<file path="config.mk">
export PLATFORM = sky130hd
export DESIGN_NAME = irq_select_arb
export DESIGN_NICKNAME = d
export VERILOG_FILES = /design/src/rtl/irq_arb_pkg.sv /design/src/rtl/irq_gate.sv /design/src/rtl/irq_pick.sv /design/src/rtl/irq_out_stage.sv /design/src/rtl/irq_select_arb.sv
export SDC_FILE = /design/constraint.sdc
export NUM_CORES = 1
export LEC_CHECK = 0
export BUFFER_PORTS_ARGS = -buffer_cell sky130_fd_sc_hd__buf_2
export CAP_MARGIN = 20
export CORE_AREA = 8 8 132 103
export CTS_BUF_LIST = sky130_fd_sc_hd__clkbuf_4
export CTS_CLUSTER_SIZE = 40
export DETAILED_ROUTE_END_ITERATION = 7
export DIE_AREA = 0 0 140 111
export GPL_ROUTABILITY_DRIVEN = 0
export PLACE_DENSITY_LB_ADDON = 0.1
export SLEW_MARGIN = 5
export SYNTH_ARGS = -nofsm -noshare
export SYNTH_HDL_FRONTEND = slang
export SYNTH_HIERARCHICAL = 1
export SYNTH_SLANG_ARGS = --single-unit
export TNS_END_PERCENT = 1
</file>
<file path="constraint.sdc">
create_clock -name clk -period 2.5 [get_ports clk]
set_clock_uncertainty 0.15 [all_clocks]
set_input_delay 0.25 -clock clk [delete_from_list [all_inputs] [get_ports clk]]
set_output_delay 0.25 -clock clk [all_outputs]
set_load 0.02 [all_outputs]
</file>
<file path="src/rtl/irq_arb_pkg.sv">
package irq_arb_pkg;

  // Privilege encoding used by the current-level input.
  typedef enum logic [1:0] {
    PRV_USER  = 2'd0,
    PRV_SUPER = 2'd1,
    PRV_MACH  = 2'd3
  } priv_e;

  // True when the hart runs strictly below the given level.
  function automatic logic below_level(input logic [1:0] cur, input priv_e lvl);
    return cur < lvl;
  endfunction

  // Level gate: below the level always open, at the level only with the enable.
  function automatic logic level_open(input logic [1:0] cur, input priv_e lvl,
                                      input logic gie);
    return below_level(cur, lvl) || ((cur == lvl) && gie);
  endfunction

endpackage

</file>
<file path="src/rtl/irq_gate.sv">
module irq_gate
  import irq_arb_pkg::*;
#(
  parameter int XLEN = 64
) (
  input  logic [XLEN-1:0] pend,
  input  logic [XLEN-1:0] enab,
  input  logic [XLEN-1:0] deleg,
  input  logic [1:0]      priv,
  input  logic            m_gie,
  input  logic            s_gie,
  output logic [XLEN-1:0] cand,
  output logic [XLEN-1:0] elig_m,
  output logic [XLEN-1:0] elig_s,
  output logic [XLEN-1:0] elig
);

  logic m_open;
  logic s_open;

  assign m_open = level_open(priv, PRV_MACH, m_gie);
  assign s_open = level_open(priv, PRV_SUPER, s_gie);

  assign cand   = pend & enab;
  assign elig_m = cand & ~deleg & {XLEN{m_open}};
  assign elig_s = cand &  deleg & {XLEN{s_open}};
  assign elig   = elig_m | elig_s;

endmodule

</file>
<file path="src/rtl/irq_pick.sv">
module irq_pick #(
  parameter int XLEN = 64,
  parameter int IDXW = $clog2(XLEN)
) (
  input  logic [XLEN-1:0] elig,
  output logic            any,
  output logic [IDXW-1:0] idx
);

  // Downward scan: the last hit written is the lowest set bit.
  function automatic logic [IDXW-1:0] lowest_set(input logic [XLEN-1:0] v);
    logic [IDXW-1:0] r;
    r = '0;
    for (int i = XLEN - 1; i >= 0; i--) begin
      if (v[i]) r = IDXW'(i);
    end
    return r;
  endfunction

  assign any = |elig;
  assign idx = any ? lowest_set(elig) : '0;

endmodule

</file>
<file path="src/rtl/irq_out_stage.sv">
module irq_out_stage #(
  parameter int XLEN    = 64,
  parameter int IDXW    = $clog2(XLEN),
  parameter bit REG_OUT = 1'b1
) (
  input  logic            clk,
  input  logic            rst_n,
  input  logic            any,
  input  logic [IDXW-1:0] idx,
  output logic            take,
  output logic [IDXW-1:0] index,
  output logic [XLEN-1:0] cause
);

  function automatic logic [XLEN-1:0] make_cause(input logic hit,
                                                 input logic [IDXW-1:0] n);
    logic [XLEN-1:0] c;
    c = '0;
    if (hit) begin
      c[XLEN-1]   = 1'b1;
      c[IDXW-1:0] = n;
    end
    return c;
  endfunction

  generate
    if (REG_OUT) begin : g_reg
      always_ff @(posedge clk) begin
        if (!rst_n) begin
          take  <= 1'b0;
          index <= '0;
          cause <= '0;
        end else begin
          take  <= any;
          index <= idx;
          cause <= make_cause(any, idx);
        end
      end
    end else begin : g_comb
      logic unused_clk;
      assign unused_clk = clk ^ rst_n;
      assign take  = any;
      assign index = idx;
      assign cause = make_cause(any, idx);
    end
  endgenerate

endmodule

</file>
<file path="src/rtl/irq_select_arb.sv">
module irq_select_arb
  import irq_arb_pkg::*;
#(
  parameter int XLEN    = 64,
  parameter bit REG_OUT = 1'b1,
  localparam int IDXW   = $clog2(XLEN)
) (
  input  logic            clk,
  input  logic            rst_n,
  input  logic [XLEN-1:0] pend_i,
  input  logic [XLEN-1:0] enab_i,
  input  logic [XLEN-1:0] deleg_i,
  input  logic [1:0]      priv_i,
  input  logic            m_gie_i,
  input  logic            s_gie_i,
  output logic            take_o,
  output logic [IDXW-1:0] index_o,
  output logic [XLEN-1:0] cause_o
);

  logic [XLEN-1:0] w_cand;
  logic [XLEN-1:0] w_elig_m;
  logic [XLEN-1:0] w_elig_s;
  logic [XLEN-1:0] w_elig;
  logic            w_any;
  logic [IDXW-1:0] w_idx;
  logic [XLEN-1:0] w_below_win;

  irq_gate #(.XLEN(XLEN)) u_gate (
    .pend   (pend_i),
    .enab   (enab_i),
    .deleg  (deleg_i),
    .priv   (priv_i),
    .m_gie  (m_gie_i),
    .s_gie  (s_gie_i),
    .cand   (w_cand),
    .elig_m (w_elig_m),
    .elig_s (w_elig_s),
    .elig   (w_elig)
  );

  // Gate checks: each group obeys its own level rule.
  a_r1_cand_only: assert property (@(posedge clk) disable iff (!rst_n)
    (w_elig & ~(pend_i & enab_i)) == '0);
  a_r2_mach_closed: assert property (@(posedge clk) disable iff (!rst_n)
    (priv_i == PRV_MACH && !m_gie_i) |-> (w_elig_m == '0));
  a_r3_deleg_off_in_m: assert property (@(posedge clk) disable iff (!rst_n)
    (priv_i == PRV_MACH) |-> (w_elig_s == '0));
  a_r3_user_open: assert property (@(posedge clk) disable iff (!rst_n)
    (priv_i == PRV_USER) |-> (w_elig_s == (w_cand & deleg_i)));

  irq_pick #(.XLEN(XLEN), .IDXW(IDXW)) u_pick (
    .elig (w_elig),
    .any  (w_any),
    .idx  (w_idx)
  );

  assign w_below_win = (XLEN'(1) << w_idx) - XLEN'(1);

  // Picker check: winner is eligible and nothing below it is.
  a_r5_lowest_wins: assert property (@(posedge clk) disable iff (!rst_n)
    w_any |-> (w_elig[w_idx] && ((w_elig & w_below_win) == '0)));

  irq_out_stage #(.XLEN(XLEN), .IDXW(IDXW), .REG_OUT(REG_OUT)) u_out (
    .clk   (clk),
    .rst_n (rst_n),
    .any   (w_any),
    .idx   (w_idx),
    .take  (take_o),
    .index (index_o),
    .cause (cause_o)
  );

  // Output checks.
  a_r6_cause_form: assert property (@(posedge clk) disable iff (!rst_n)
    take_o |-> (cause_o[XLEN-1] && cause_o[IDXW-1:0] == index_o &&
                $countones(cause_o) == 1 + $countones(index_o)));
  a_r7_idle_zero: assert property (@(posedge clk) disable iff (!rst_n)
    !take_o |-> (cause_o == '0 && index_o == '0));

  generate
    if (REG_OUT) begin : g_lat_chk
      a_r8_one_cycle: assert property (@(posedge clk) disable iff (!rst_n)
        $past(rst_n) |-> (take_o == $past(w_any) && index_o == $past(w_idx)));
    end
  endgenerate

endmodule

</file>
==> impl_summary.md <==
Power
Combinational logic is responsible for between 70% and 80% of the overall power. The register share of total power is between 15 and 20%. The cell-internal power is 0.853 mW. For this design the static power due to leakage is 2.55 nW. The cell area power density is 255 nW/um^2. The switching power is 0.635 mW. VDD sags by at most 128 uV. The clock group share of total power is 8.9%. The switching part of the total power is 42.7%.

Finish
At the end of the flow, the number of nets in the layout was 952. The count of cells in the finished layout, fillers not included, comes to 897. The area growth from synthesis to layout is 58.9%.

After routing the design area is 5830 sq um. The number of inserted diodes is 0. In the final layout, the share of cells above drive strength 1 is between 50 and 60%.

Floorplanning
The die outline width is roughly 140 um. The initial utilization of the core area, before any placement, comes to about a third. Pin placement for this block handled 269 I/O pins. The die area is 15500 sq um.

The die height is 111 um. The total area inside the core boundary comes to 11400 sq um. The number of standard-cell rows in the floorplan is 34.

Timing
Setup repair after global routing could not meet its margin everywhere. The setup violation total in the final timing report is 4. Of the available clock period, the critical path in the final layout requires 102%. The transition at the pin with the smallest max-transition slack is 0.500 ns. The time the worst path needs with I/O delays and setup is 2.56 ns. The setup slack after layout is -0.0622 ns. Based on the critical path, the design can be clocked at up to 390 MHz. The number of hold violations in the final report is 0. The final max-slew violation count is 0. On the final layout, the worst hold slack is 0.192 ns.

The worst-case headroom to the max-slew limit is approximately two thirds.

Status
The flow ran to the end, but the final reports show violations. The checks that failed: setup timing.

Placed design
The worst slack at placement is -0.343 ns. Counting tap cells, the placed design contains a total of 877 instances. In this run the cell area measured after placement is 5330 sq um. In this run the tool buffered the top-level ports with 211 buffer cells. The wire-length estimate of the detail-placed layout is approximately 12 mm.

Clock tree
TritonCTS built the clock tree. CTS built an H-tree with a depth of 1. The number of buffers added by the clock tree synthesis step is 3.

In this run, post-CTS hold repair placed 0 buffers. The clock-pin slew reported for the worst setup and hold paths after clock tree synthesis is 0.07 ns. In this run the deepest clock path goes through 2 buffers.

The number of sinks driven by the clock tree is 13. The clock root buffer is sky130_fd_sc_hd__clkbuf_4.

Routing
The first-pass iteration count of the detailed router is 4. The highest layer touched by signal routing is met4. Summed over all nets, wire length on met3 after detailed routing comes to approximately 770 um. The average routed wire per standard cell is between 15 and 20 um. The per-cell via count in the routed design is between 4 and 5.

Detailed routing inserted a total of 4482 vias. The detailed router's first-iteration violation count is 117. For this block, wires on met1 add up to 6.28 mm. The final wirelength is 14.1 mm. In the detailed route, the total length drawn on met2 is 7.00 mm. The count of nets left with antenna violations once routing finished came out at 0. The post-route DRC violation count is 0.

Global routing
The first global-routing pass estimated about 23 mm of wire. The largest net degree at the start of global routing is 34. The number of antenna violations at the first check in global routing is 0.

The overall routing resource usage is 17.1%. The number of global-route vias before repair is 4923. Global routing finished with a remaining overflow of 0.

Setup path
The count of buffering cells on the critical path with inverters included is 3. The slowest stage of the critical path belongs to the cell sky130_fd_sc_hd__or4_4. The element type at the critical path start is a primary input. The data arrival time of the worst path is 2.62 ns. In this design, the largest share of critical-path delay is due to simple AND/OR/NAND/NOR gates. The critical path data required time is 2.56 ns. In this run the worst path has a maximum fanout of 12. The worst setup path is captured at a flop. The type of the worst setup path is primary input to flop.

Walking the worst path, the cells encountered are buf_2 -> nor2b_4 -> buf_12 -> bufbuf_16 -> o32ai_4 -> nor2_2 -> o31ai_4 -> a2111oi_4 -> o31a_1 -> or4_4 -> nor3_2 -> and3_2. In this design, the stage delay of the slowest critical-path cell is 0.50 ns.

Yosys
The number of warning messages in the yosys log is 6. The synthesized area per cell is a little over 8 sq um. In the synthesized netlist, the number of instances is 444. In this run the cell area of the synthesized design comes to between 3000 and 4000 sq um.

Hold path
The path class of the tightest hold or removal check is primary input to flop.

Run
The max capacitance violation total is 0.
power by group through the flow:
stage / clock, mW / sequential, mW / combinational [mW]
floorplan: 0 / 0.260 / 0.594
global route: 0.150 / 0.233 / 1.23
global placement: 0 / 0.237 / 1.00
detailed placement: 0 / 0.237 / 1.01
finish: 0.132 / 0.232 / 1.12
CTS: 0.137 / 0.232 / 1.09
routing by layer:
layer  track usage [%]  up-vias
met1              21.0     2058
met5                 0        -
met4              1.88        0
li1                  -     2280
met2              31.2      142
met3              3.14        2
final cells by class:
cell class                      count  area [sq um]
Sequential cell                    13           260
Inverter                           12          45.0
Timing Repair Buffer              332          2130
Clock buffer                        4          30.0
Fill cell                        1134          5570
Tap cell                          144           180
Multi-Input combinational cell    392          3190
final timing paths:
check                         to  slack, ns      start  cells after the start
setup / recovery  u_out/cause[1]      -0.06  priv_i[0]                     12
hold / removal    u_out/index[0]       0.19      rst_n                      2
cells in the final DEF (no fill, tap or decap), types with 4 or more instances in the layout:
cell / instances
sky130_fd_sc_hd__a21oi_1: 14
sky130_fd_sc_hd__and2_2: 5
sky130_fd_sc_hd__buf_12: 9
sky130_fd_sc_hd__buf_2: 210
sky130_fd_sc_hd__buf_4: 110
sky130_fd_sc_hd__clkbuf_4: 4
sky130_fd_sc_hd__conb_1: 57
sky130_fd_sc_hd__dfxtp_1: 13
sky130_fd_sc_hd__inv_1: 12
sky130_fd_sc_hd__nand2_1: 6
sky130_fd_sc_hd__nand3_1: 67
sky130_fd_sc_hd__nand3b_1: 64
sky130_fd_sc_hd__nand4_1: 5
sky130_fd_sc_hd__nor2_1: 20
sky130_fd_sc_hd__nor3_1: 13
sky130_fd_sc_hd__nor4_1: 6
sky130_fd_sc_hd__nor4_2: 11
sky130_fd_sc_hd__o32ai_1: 4
sky130_fd_sc_hd__o32ai_2: 50
sky130_fd_sc_hd__o32ai_4: 10
metrics by stage:
stage,power (mW),TNS (ns),util [%]
finish,1.49,-0.0961,51.2
CTS,1.46,-0.204,50.2
floorplan,0.855,0,-
detailed placement,1.25,-3.11,46.7
global placement,1.24,-3.19,46.7
global route,1.61,-0.777,51.2
state kept, by name, indices dropped and copies added (netlist names):
name,flops
u_out/cause,7
u_out/index,6
what timing repair did:
item,in CTS,in global routing
resized for setup,24,19
gates cloned,3,0
endpoints found under the setup margin,5,11
pin swaps,14,14
setup buffers,7,7
Power figures use the tool's default switching activity.
